==> src/rtl/cq_pkg.sv <==
`timescale 1ns/1ps
package cq_pkg;

  // modular reduction for values below twice the queue depth
  function automatic int cq_wrap(input int v, input int depth);
    return (v >= depth) ? v - depth : v;
  endfunction

endpackage

==> src/rtl/cq_entries.sv <==
`timescale 1ns/1ps
module cq_entries #(
  parameter int DEPTH = 14,
  parameter int NFIN  = 2,
  localparam int TW   = $clog2(DEPTH)
) (
  input  logic                 clk,
  input  logic                 rst_n,
  input  logic [DEPTH-1:0]     alloc_en,
  input  logic [DEPTH-1:0]     alloc_ser,
  input  logic [DEPTH-1:0]     alloc_rf,
  input  logic [DEPTH-1:0]     kill,
  input  logic [NFIN-1:0]      fin_vld,
  input  logic [NFIN*TW-1:0]   fin_tag,
  input  logic [NFIN-1:0]      fin_exc,
  output logic [DEPTH-1:0]     slot_vld,
  output logic [DEPTH-1:0]     slot_done,
  output logic [DEPTH-1:0]     slot_exc,
  output logic [DEPTH-1:0]     slot_ser,
  output logic [DEPTH-1:0]     slot_rf
);

  for (genvar s = 0; s < DEPTH; s++) begin : g_slot
    logic hit, hit_exc, en;
    logic v_q, d_q, e_q, s_q, r_q;
    logic v_d, d_d, e_d, s_d, r_d;

    always_comb begin
      hit     = 1'b0;
      hit_exc = 1'b0;
      for (int p = 0; p < NFIN; p++) begin
        if (fin_vld[p] && fin_tag[p*TW +: TW] == TW'(s)) begin
          hit     = 1'b1;
          hit_exc = hit_exc | fin_exc[p];
        end
      end
    end

    always_comb begin
      v_d = v_q;
      d_d = d_q;
      e_d = e_q;
      s_d = s_q;
      r_d = r_q;
      en  = 1'b0;
      if (alloc_en[s]) begin
        en  = 1'b1;
        v_d = 1'b1;
        d_d = 1'b0;
        e_d = 1'b0;
        s_d = alloc_ser[s];
        r_d = alloc_rf[s];
      end else if (kill[s]) begin
        en  = 1'b1;
        v_d = 1'b0;
        d_d = 1'b0;
        e_d = 1'b0;
      end else if (v_q && hit) begin
        en  = 1'b1;
        d_d = 1'b1;
        e_d = e_q | hit_exc;
      end
    end

    always_ff @(posedge clk or negedge rst_n) begin
      if (!rst_n) begin
        v_q <= 1'b0;
        d_q <= 1'b0;
        e_q <= 1'b0;
        s_q <= 1'b0;
        r_q <= 1'b0;
      end else if (en) begin
        v_q <= v_d;
        d_q <= d_d;
        e_q <= e_d;
        s_q <= s_d;
        r_q <= r_d;
      end
    end

    assign slot_vld[s]  = v_q;
    assign slot_done[s] = d_q;
    assign slot_exc[s]  = e_q;
    assign slot_ser[s]  = s_q;
    assign slot_rf[s]   = r_q;

    // a report aimed at an empty slot must not mark it finished
    assert_ghost_finish_R3: assert property (@(posedge clk) disable iff (!rst_n)
      (!v_q && !alloc_en[s]) |=> !d_q);
  end

endmodule

==> src/rtl/cq_dispatch.sv <==
`timescale 1ns/1ps
module cq_dispatch
  import cq_pkg::*;
#(
  parameter int DEPTH = 14,
  localparam int TW   = $clog2(DEPTH),
  localparam int CW   = $clog2(DEPTH + 1)
) (
  input  logic [TW-1:0]    tl,
  input  logic [CW-1:0]    cnt,
  input  logic             hold,
  input  logic [1:0]       req,
  input  logic [1:0]       ser,
  input  logic [1:0]       rf,
  output logic             stall,
  output logic [TW-1:0]    tag0,
  output logic [TW-1:0]    tag1,
  output logic [DEPTH-1:0] alloc_en,
  output logic [DEPTH-1:0] alloc_ser,
  output logic [DEPTH-1:0] alloc_rf,
  output logic [1:0]       n_acc
);

  logic [1:0]    n_req;
  logic [CW-1:0] free;
  logic          go0, go1;

  always_comb begin
    n_req = {1'b0, req[0]} + {1'b0, req[1]};
    free  = CW'(DEPTH) - cnt;
    stall = (|req) && (hold || (CW'(n_req) > free));
    tag0  = tl;
    tag1  = TW'(cq_wrap(int'(tl) + int'(req[0]), DEPTH));
    go0   = req[0] && !stall;
    go1   = req[1] && !stall;
    n_acc = stall ? 2'd0 : n_req;
  end

  for (genvar s = 0; s < DEPTH; s++) begin : g_alloc
    logic hit0, hit1;
    always_comb begin
      hit0         = go0 && (tag0 == TW'(s));
      hit1         = go1 && (tag1 == TW'(s));
      alloc_en[s]  = hit0 || hit1;
      alloc_ser[s] = hit0 ? ser[0] : ser[1];
      alloc_rf[s]  = hit0 ? rf[0]  : rf[1];
    end
  end

endmodule

==> src/rtl/cq_retire.sv <==
`timescale 1ns/1ps
module cq_retire
  import cq_pkg::*;
#(
  parameter int DEPTH = 14,
  localparam int TW   = $clog2(DEPTH)
) (
  input  logic [TW-1:0]    hd,
  input  logic             block,
  input  logic [DEPTH-1:0] vld,
  input  logic [DEPTH-1:0] done,
  input  logic [DEPTH-1:0] exc,
  input  logic [DEPTH-1:0] rf,
  input  logic [DEPTH-1:0] ser,
  output logic [1:0]       ret_vld,
  output logic [TW-1:0]    tag0,
  output logic [TW-1:0]    tag1,
  output logic             flush,
  output logic             ser_go
);

  logic [TW-1:0] h1;
  logic          head_ok, solo, next_ok;

  always_comb begin
    h1         = TW'(cq_wrap(int'(hd) + 1, DEPTH));
    head_ok    = vld[hd] && done[hd] && !block;
    solo       = exc[hd] || rf[hd];
    next_ok    = vld[h1] && done[h1] && !exc[h1] && !rf[h1];
    ret_vld[0] = head_ok;
    ret_vld[1] = head_ok && !solo && next_ok;
    flush      = head_ok && solo;
    ser_go     = vld[hd] && ser[hd] && !done[hd];
    tag0       = hd;
    tag1       = h1;
  end

endmodule

==> src/rtl/cmpl_queue.sv <==
`timescale 1ns/1ps
module cmpl_queue
  import cq_pkg::*;
#(
  parameter int DEPTH = 14,
  parameter int NFIN  = 2,
  localparam int TW   = $clog2(DEPTH),
  localparam int CW   = $clog2(DEPTH + 1)
) (
  input  logic               clk,
  input  logic               rst_n,
  input  logic [1:0]         disp_req,
  input  logic [1:0]         disp_ser,
  input  logic [1:0]         disp_rfch,
  output logic               disp_stall,
  output logic [TW-1:0]      disp_tag0,
  output logic [TW-1:0]      disp_tag1,
  input  logic [NFIN-1:0]    fin_vld,
  input  logic [NFIN*TW-1:0] fin_tag,
  input  logic [NFIN-1:0]    fin_exc,
  input  logic               redir_vld,
  input  logic [TW-1:0]      redir_tag,
  output logic [1:0]         ret_vld,
  output logic [TW-1:0]      ret_tag0,
  output logic [TW-1:0]      ret_tag1,
  output logic               flush_out,
  output logic               ser_go
);

  logic [TW-1:0]    hd_q, hd_d, tl_q, tl_d;
  logic [CW-1:0]    cnt_q, cnt_d;
  logic             ptr_en;
  logic [DEPTH-1:0] slot_vld, slot_done, slot_exc, slot_ser, slot_rf;
  logic [DEPTH-1:0] alloc_en, alloc_ser, alloc_rf, kill;
  logic [1:0]       n_acc, n_ret;
  logic             redir_hit;
  int               tag_off;

  // an external redirect counts only when it names a live slot
  always_comb begin
    redir_hit = redir_vld && (int'(redir_tag) < DEPTH) && slot_vld[redir_tag];
    tag_off   = cq_wrap(int'(redir_tag) + DEPTH - int'(hd_q), DEPTH);
  end

  cq_dispatch #(.DEPTH(DEPTH)) u_disp (
    .tl        (tl_q),
    .cnt       (cnt_q),
    .hold      (flush_out || redir_hit),
    .req       (disp_req),
    .ser       (disp_ser),
    .rf        (disp_rfch),
    .stall     (disp_stall),
    .tag0      (disp_tag0),
    .tag1      (disp_tag1),
    .alloc_en  (alloc_en),
    .alloc_ser (alloc_ser),
    .alloc_rf  (alloc_rf),
    .n_acc     (n_acc)
  );

  cq_retire #(.DEPTH(DEPTH)) u_ret (
    .hd      (hd_q),
    .block   (redir_hit),
    .vld     (slot_vld),
    .done    (slot_done),
    .exc     (slot_exc),
    .rf      (slot_rf),
    .ser     (slot_ser),
    .ret_vld (ret_vld),
    .tag0    (ret_tag0),
    .tag1    (ret_tag1),
    .flush   (flush_out),
    .ser_go  (ser_go)
  );

  // slot invalidation: retirement, internal flush, redirect by age
  for (genvar s = 0; s < DEPTH; s++) begin : g_kill
    int age;
    always_comb begin
      age     = cq_wrap(s + DEPTH - int'(hd_q), DEPTH);
      kill[s] = flush_out
             || (redir_hit && (age > tag_off))
             || (ret_vld[0] && (ret_tag0 == TW'(s)))
             || (ret_vld[1] && (ret_tag1 == TW'(s)));
    end
  end

  cq_entries #(.DEPTH(DEPTH), .NFIN(NFIN)) u_ent (
    .clk       (clk),
    .rst_n     (rst_n),
    .alloc_en  (alloc_en),
    .alloc_ser (alloc_ser),
    .alloc_rf  (alloc_rf),
    .kill      (kill),
    .fin_vld   (fin_vld),
    .fin_tag   (fin_tag),
    .fin_exc   (fin_exc),
    .slot_vld  (slot_vld),
    .slot_done (slot_done),
    .slot_exc  (slot_exc),
    .slot_ser  (slot_ser),
    .slot_rf   (slot_rf)
  );

  // pointer and occupancy next state
  always_comb begin
    n_ret  = {1'b0, ret_vld[0]} + {1'b0, ret_vld[1]};
    hd_d   = hd_q;
    tl_d   = tl_q;
    cnt_d  = cnt_q;
    ptr_en = redir_hit || flush_out || (|ret_vld) || (|n_acc);
    if (redir_hit) begin
      tl_d  = TW'(cq_wrap(int'(redir_tag) + 1, DEPTH));
      cnt_d = CW'(tag_off + 1);
    end else if (flush_out) begin
      hd_d  = TW'(cq_wrap(int'(hd_q) + 1, DEPTH));
      tl_d  = hd_d;
      cnt_d = '0;
    end else begin
      hd_d  = TW'(cq_wrap(int'(hd_q) + int'(n_ret), DEPTH));
      tl_d  = TW'(cq_wrap(int'(tl_q) + int'(n_acc), DEPTH));
      cnt_d = cnt_q - CW'(n_ret) + CW'(n_acc);
    end
  end

  always_ff @(posedge clk or negedge rst_n) begin
    if (!rst_n) begin
      hd_q  <= '0;
      tl_q  <= '0;
      cnt_q <= '0;
    end else if (ptr_en) begin
      hd_q  <= hd_d;
      tl_q  <= tl_d;
      cnt_q <= cnt_d;
    end
  end

  assert_cap_R1: assert property (@(posedge clk) disable iff (!rst_n)
    cnt_q <= CW'(DEPTH));

  assert_full_stall_R1: assert property (@(posedge clk) disable iff (!rst_n)
    (cnt_q == CW'(DEPTH) && (|disp_req)) |-> disp_stall);

  assert_head_done_R4: assert property (@(posedge clk) disable iff (!rst_n)
    ret_vld[0] |-> (slot_vld[hd_q] && slot_done[hd_q]));

  assert_pair_lane_R5: assert property (@(posedge clk) disable iff (!rst_n)
    ret_vld[1] |-> (ret_vld[0] && !flush_out));

  assert_flush_empty_R6: assert property (@(posedge clk) disable iff (!rst_n)
    flush_out |=> (cnt_q == '0 && slot_vld == '0));

  assert_redir_hold_R7: assert property (@(posedge clk) disable iff (!rst_n)
    redir_hit |=> (hd_q == $past(hd_q)));

  assert_ser_head_R8: assert property (@(posedge clk) disable iff (!rst_n)
    ser_go |-> (slot_vld[hd_q] && !slot_done[hd_q]));

  assert_flush_stall_R10: assert property (@(posedge clk) disable iff (!rst_n)
    (flush_out && (|disp_req)) |-> disp_stall);

endmodule

==> config.mk <==
export PLATFORM = sky130hd
export DESIGN_NAME = cmpl_queue
export DESIGN_NICKNAME = d
export VERILOG_FILES = /design/src/rtl/cq_pkg.sv /design/src/rtl/cq_entries.sv /design/src/rtl/cq_dispatch.sv /design/src/rtl/cq_retire.sv /design/src/rtl/cmpl_queue.sv
export SDC_FILE = /design/constraint.sdc
export NUM_CORES = 1
export LEC_CHECK = 0
export ABC_AREA = 1
export ABC_CLOCK_PERIOD_IN_PS = 6800
export BUFFER_PORTS_ARGS = -buffer_cell sky130_fd_sc_hd__buf_2
export CAP_MARGIN = 20
export CORE_MARGIN = 5
export CORE_UTILIZATION = 55
export CTS_CLUSTER_DIAMETER = 50
export DETAILED_ROUTE_END_ITERATION = 10
export HOLD_SLACK_MARGIN = 0.06
export PLACE_DENSITY = 0.72
export SLEW_MARGIN = 5
export SYNTH_ARGS = -nofsm -noshare
export SYNTH_HDL_FRONTEND = slang
export SYNTH_HIERARCHICAL = 1
export SYNTH_SLANG_ARGS = --single-unit
==> constraint.sdc <==
create_clock -name clk -period 6.8 [get_ports clk]
set_input_delay 0.68 -clock clk [delete_from_list [all_inputs] [get_ports clk]]
set_output_delay 0.68 -clock clk [all_outputs]
set_load 0.02 [all_outputs]
# Yosys cells after proc, flatten, opt, wreduce, memory -nomap -nowiden
# Index checks and enable logic that the tools add are counted.
[word_totals]
reg_bits = 82
output_inout_bits = 21
inputBits = 25
elab_cells = 824
[classes]
n_addsub = 47
n_mux = 284
reduce_logical = 274
n_bitwise = 29
order_cmp = 39
eq_ne = 78
[ops]
columns = ["operator", "n"]
rows = [
  ["32-bit 2-to-1 mux", 15],
  ["32-bit > comparator", 14],
  ["1-bit 2-to-1 mux", 248],
  ["4-bit == test (second input constant)", 36],
  ["1-bit logical AND", 127],
  ["4-bit by 3-bit == test with 1-bit output (second input constant)", 24],
  ["6-bit by 5-bit subtractor with 7-bit output (second input constant)", 13],
  ["2-bit AND reduction", 43],
  ["6-bit by 5-bit greater-or-equal comparator with 1-bit output (second input constant)", 13],
  ["5-bit by 4-bit subtractor with 6-bit output (first input constant)", 12],
  ["1-bit logical OR", 61],
  ["4-bit by 2-bit == test with 1-bit output (second input constant)", 12],
  ["3-bit nonzero test", 14],
  ["1-bit binary-select mux with 4-bit select", 10],
  ["4-bit 2-to-1 mux", 10],
  ["1-bit OR", 28],
  ["2-bit nonzero test", 14],
  ["5-bit by 4-bit greater-or-equal comparator with 1-bit output (second input constant)", 5],
  ["4-bit by 1-bit == test with 1-bit output (second input constant)", 6],
  ["4-bit logical NOT", 6],
  ["4-bit subtractor (second input constant)", 4],
  ["4-bit by 5-bit less-than comparator with 1-bit output (second input constant)", 3],
  ["5-bit by 5-bit subtractor with 6-bit output (second input constant)", 2],
  ["4-bit by 1-bit adder with 5-bit output (second input constant)", 2],
  ["18 further kinds", 29],
]

# Longest topological paths before layout
[logic_depth]
depth_word = 15
mapped_depth = 36
ltp_nobuf = 33

# By module
# The synthesis kept the hierarchy.
[by_module_without_submodules]
columns = ["module", "n_inst", "cells_each", "seq_area_each_um2", "area_each_um2"]
rows = [
  ["cmpl_queue", 1, 1112, 300.3, 6177.2],
  ["cq_entries", 1, 411, 1751.7, 3789.9],
  ["cq_dispatch", 1, 251, 0.0, 1206.2],
  ["cq_retire", 1, 228, 0.0, 1097.3],
]

# Worst setup path after synthesis
# Ideal clock, no wire load.
[synth_timing]
kind = "register -> register"
from = "reg hd_q[1]"
to = "reg hd_q[2]"
setup_slack_ns = 1.404
synth_period_minus_slack_ns = 5.396
setup_time_ns = 0.078
t_arrival_ns = 5.318
n_path_buf = 2
path_stages_with_launch = 24
required_ns = 6.722
path_cell_list = "dfrtp_1 buf_2 inv_1 buf_2 ha_1 inv_1 ha_1 o21ai_0 a21oi_1 nor2_1 clkinv_1 ha_1 ha_1 fa_1 xnor2_1 inv_1 ha_1 o21ai_0 nand2_1 inv_1 o21ai_0 o21ai_0 nor2_1 a21oi_1"
[synth_between]
elab_chain_len = 14
word_cells_on_any_way = 47
cone_classes = "5 x add/sub; 2 x order compare; 20 x mux; 20 x reduce/logical"
[synth_lines]
columns = ["item", "line_no", "text"]
rows = [
  ["start: declaration", "cmpl_queue.sv:30", "logic [TW-1:0] hd_q, hd_d, tl_q, tl_d;"],
  ["start signal: assignment", "cmpl_queue.sv:128", "hd_q <= '0;"],
  ["start signal: assignment", "cmpl_queue.sv:132", "hd_q <= hd_d;"],
  ["4-bit by 1-bit adder with 5-bit output *", "cq_retire.sv:26", "h1 = TW'(cq_wrap(int'(hd) + 1, DEPTH));"],
  ["4-bit subtractor or 5-bit by 4-bit greater-or-equal comparator with 1-bit output (tied branches)", "cq_pkg.sv:6", "return (v >= depth) ? v - depth : v;"],
  ["4-bit 2-to-1 mux *", "cq_pkg.sv:6", ""],
  ["named net ret_tag1[3]", "cmpl_queue.sv:25", "output logic [TW-1:0] ret_tag1,"],
  ["1-bit binary-select mux with 4-bit select", "cq_retire.sv:29", "next_ok = vld[h1] && done[h1] && !exc[h1] && !rf[h1];"],
  ["1-bit 2-to-1 mux (implied by the code)", "cq_retire.sv:29", ""],
  ["1-bit logical AND or 1-bit logical NOT (tied branches)", "cq_retire.sv:29", ""],
  ["1-bit logical AND", "cq_retire.sv:29", ""],
  ["1-bit logical AND *", "cq_retire.sv:29", ""],
  ["1-bit logical AND *", "cq_retire.sv:31", "ret_vld[1] = head_ok && !solo && next_ok;"],
  ["named net ret_vld[1]", "cmpl_queue.sv:23", "output logic [1:0] ret_vld,"],
  ["1-bit by 1-bit adder with 2-bit output", "cmpl_queue.sv:107", "n_ret = {1'b0, ret_vld[0]} + {1'b0, ret_vld[1]};"],
  ["4-bit by 2-bit adder with 5-bit output", "cmpl_queue.sv:120", "hd_d = TW'(cq_wrap(int'(hd_q) + int'(n_ret), DEPTH));"],
  ["4-bit subtractor or 5-bit by 4-bit greater-or-equal comparator with 1-bit output (tied branches)", "cq_pkg.sv:6", ""],
  ["4-bit 2-to-1 mux", "cq_pkg.sv:6", ""],
  ["4-bit 2-to-1 mux", "cmpl_queue.sv:115", "end else if (flush_out) begin"],
]
# Mark *: on every way through the listed nets, which the timed path passes. The rest lies on a longest branch. The select of a mux whose other input is x is not followed.
# A chain may end at the register's enable or synchronous reset.

# Final worst setup path
[layout_timing]
from = "reg hd_q[0]"
to = "reg u_ent.g_slot[8].e_q"
[layout_between]
elab_chain_len = 14
word_cells_on_any_way = 64
cone_classes = "6 x add/sub; 4 x order compare; 2 x eq/ne; 23 x mux; 29 x reduce/logical"
[layout_lines]
columns = ["item", "line_no", "text"]
rows = [
  ["branches (longest 10 deep; another with 32-bit > comparator)", "n/a", ""],
  ["1-bit logical OR *", "cmpl_queue.sv:84", "|| (ret_vld[1] && (ret_tag1 == TW'(s)));"],
  ["named net kill[8]", "cmpl_queue.sv:34", "logic [DEPTH-1:0] alloc_en, alloc_ser, alloc_rf, kill;"],
  ["1-bit 2-to-1 mux", "cq_entries.sv:53", "end else if (kill[s]) begin"],
  ["1-bit 2-to-1 mux", "cq_entries.sv:46", "if (alloc_en[s]) begin"],
  ["2-bit AND reduction (no line)", "n/a", ""],
  ["end signal: assignment", "cq_entries.sv:69", "e_q <= 1'b0;"],
  ["end signal: assignment", "cq_entries.sv:75", "e_q <= e_d;"],
  ["end: declaration", "cq_entries.sv:25", "logic v_q, d_q, e_q, s_q, r_q;"],
]
# Mark *: on every way through the listed nets, which the timed path passes. The select of a mux whose other input is x is not followed.

==> results.yml <==
run_status:
  outcome: "finished clean"
setup_path:
  cpLargestDelayFamily: "adder cells"
  crit_path_top_delay_cell: "dfrtp_2"
  worstPathArrival_ns: 5.98
  critPathLaunchType: "flip-flop"
  path_max_fanout: 46
  end_kind: "flip-flop"
  r2r-start: "hd_q[0]"
  critPathLaunch: "hd_q[0]"
  path_buf_inv: 5
  cp_cell_sequence: "buf_4 > ha_1 > inv_1 > ha_1 > fa_1 > ha_1 > nand3_1 > nand3_2 > nand2_2 > nor2_1 > xor2_1 > inv_1 > ha_1 > inv_1 > o21bai_1 > inv_1 > nand2_1 > nand2_1 > nand2_1 > nand2_1 > nand2_1 > or2_2 > a21oi_2"
  critical_path_class: "flip-flop to flip-flop"
  required_ns: 7.07
  critPathMaxStageDelay_ns: 0.91
  worst_path_most_repeated_cell: "nand2_1"
timing:
  finalCriticalPeriod_ns: 5.705
  finalSetupViolations: 0
  fmax_ghz: 0.1753
  tightest_slew_ns: 1.018
  maxSlewHeadroom_pct: 31.94
  rsz0062_at_grt: "no"
  holdWs_ns: 0.1297
  clock_skew_ns: 0.01238
  final_max_slew_viol_count: 0
  fin_tns_setup_ns: 0
  hold_violations: 0
  fin_crit_sh_pct: 83.89
final_layout:
  multi_input_area_um2: 8308
  fin_area_um2: 12400
  nets: 2074
  fin_util_pct: 56.65
  syn2layout_area_growth_pct: 1.060
  drive_above_1_share_pct: 12.09
  fill_cells: 2247
  register_area_um2: 2053
placement:
  dp.final_hpwl_um: 28410
  port-buffer-count: 45
  postPlaceCellArea_um2: 12070
  gp_congestion: 1.024
synthesis:
  synth_cell_types: 54
  synthMuxAreaShare_pct: 2.570
  synth_nets: 2129
  synth_area_per_cell_um2: 6.129
  syn_area_um2: 12270
  synthCells: 2002
  async_flop_share_pct: 100.0
  synthFlopType: "dfrtp_1"
  ys_warn_count: 6
  synth-seq-cells: 82
  ys_seq_area_share_pct: 16.72
  synthXorXnorAreaFrac_pct: 2.121
  synth_edf_count: 0
  synthSimpleGateAreaFrac_pct: 39.10
  synth-adder-area-share_pct: 10.77
  synth-compound-area-share_pct: 13.14
  synth_top_family_by_area: "simple AND/OR/NAND/NOR gates"
die:
  core-area_um2: 21890
  num_rows: 54
  die_area_um2: 25400
  start_util_pct: 56.05
  die_w_um: 159.4
  pin_count: 46
  die_height_um: 159.4
clock_network:
  cts_root_buf: "clkbuf_16"
  cts_buffer_depth: 2
  post_cts_buffers: 0
  clk_latency_ns: 0.36
  cts_buffers: 9
  cts.hold.buffers_added: 0
  cts_resized: 0
  clk_transition_reported_paths_ns: 0.07
  htreeDepth: 3
  cts.sinks: 82
  cts_tree: "yes"
grt:
  grt_antenna_before_repair: 2
  grt_pass1_vias: 11860
  track_usage_pct: 28.29
  grt-ovfl-total: 0
  grt_max_degree: 77
  grt_pass1_wl_um: 59760
hold_path:
  hold_path_class: "primary input to async pin"
flow_run:
  maxCapViolCount: 0
drt:
  via_count: 12760
  routed_wirelength_um: 36480
  drt_iter0_markers: 1375
  firstDrtPassIters: 7
  routedWlPerCell_um: 16.33
  final_antenna_net_count: 0
  via_per_inst: 5.712
  route.detailed.drc: 0
==> metrics by stage <==
stage	worst slack, ns	cells
6_report	1.095	2233
5_1_grt	0.6473	2232
4_1_cts	1.106	2232
3_5_place_dp	1.062	2216
3_3_place_gp	1.195	2216
2_1_floorplan	1.404	2002
==> cell usage after synthesis, types with 19 or more instances <==
cell	n	share of area, %
mux2_2	28	2.6
o21bai_1	20	1.2
ha_1	96	9.8
nand3_1	177	7.2
nand2_2	28	1.4
nor2_1	217	6.6
nor3_1	30	1.2
dfrtp_1	82	17
a21oi_1	64	2.6
xor2_1	21	1.5
inv_1	248	7.6
o21ai_1	19	0.77
o21ai_0	104	4.2
buf_2	19	0.77
or2_2	20	1.0
nand4_1	23	1.2
buf_4	90	5.5
nand2_1	552	17
==> cells by family after synthesis <==
group           count (synthesis)
compound gates                274
xor+xnor                       28
fa+ha+maj                     102
buf+inv                       397
flops                          82
mux                            28
simple gates                 1091
==> registers in the layout, indices dropped and copies added, names as in the netlist <==
| signal | cells |
|---|---|
| u_ent/g_slot.d_q | 14 |
| u_ent/g_slot.e_q | 14 |
| u_ent/g_slot.r_q | 14 |
| u_ent/g_slot.s_q | 14 |
| u_ent/g_slot.v_q | 14 |
| cnt_q | 4 |
| hd_q | 4 |
| tl_q | 4 |
==> routing by layer <==
metal	track usage, %	vias to the layer above	wire, um
met4	8.065	0	1146
met2	42.90	553	15160
met5	0	-	0
li1	-	6262	-
met3	5.384	76	3337
met1	41.03	5865	16830
==> final cells by class <==
class | count | share of cell area [%]
Multi-Input combinational cell | 1523 | 67.00
Sequential cell | 82 | 16.56
Inverter | 273 | 8.344
Tap cell | 280 | 2.825
Timing Repair Buffer | 58 | 2.623
Clock buffer | 10 | 1.846
Clock inverter | 6 | 0.7870
Antenna cell | 1 | 0.02018
==> placed cells by master (no fill, tap or decap), types with 3 or more instances in the layout <==
master,Yosys,routed
nand3_1,177,177
clkinv_1,3,3
inv_4,4,4
o21ai_0,104,104
inv_1,248,248
a31oi_1,18,18
nor2_4,8,8
dfrtp_1,82,81
buf_2,19,44
o211ai_1,11,11
buf_4,90,14
a21oi_2,17,17
ha_1,96,96
nand2_2,28,28
o221a_2,5,5
nand2_4,6,6
a21oi_1,64,64
inv_2,18,18
fa_1,6,6
mux2_2,28,28
nand2_1,552,552
nand4_1,23,23
o22ai_1,7,7
o21bai_1,20,20
or2_2,20,20
nor3_2,4,4
or2_1,3,3
nor3b_2,3,3
xor2_1,21,21
nor2_1,217,217
o21ai_1,19,19
nor2_2,7,7
xnor2_1,5,5
nor3_1,30,30
nand3_2,8,8
clkbuf_16,0,9
==> worst paths after layout <==
kind                                         to  slack (ns)  cells after the start
max                         u_ent/g_slot[8].e_q        1.10                     23
max reg2reg                 u_ent/g_slot[8].e_q        1.10                     23
max in group asynchronous               hd_q[0]        5.42                      2
min reg2reg                 u_ent/g_slot[9].s_q        0.51                      1
min in group clk            u_ent/g_slot[9].s_q        0.51                      1
min                        u_ent/g_slot[10].v_q        0.13                      1
Power is not shown: default switching activity piles up to over one toggle a cycle in this logic, so the estimate is an artifact.
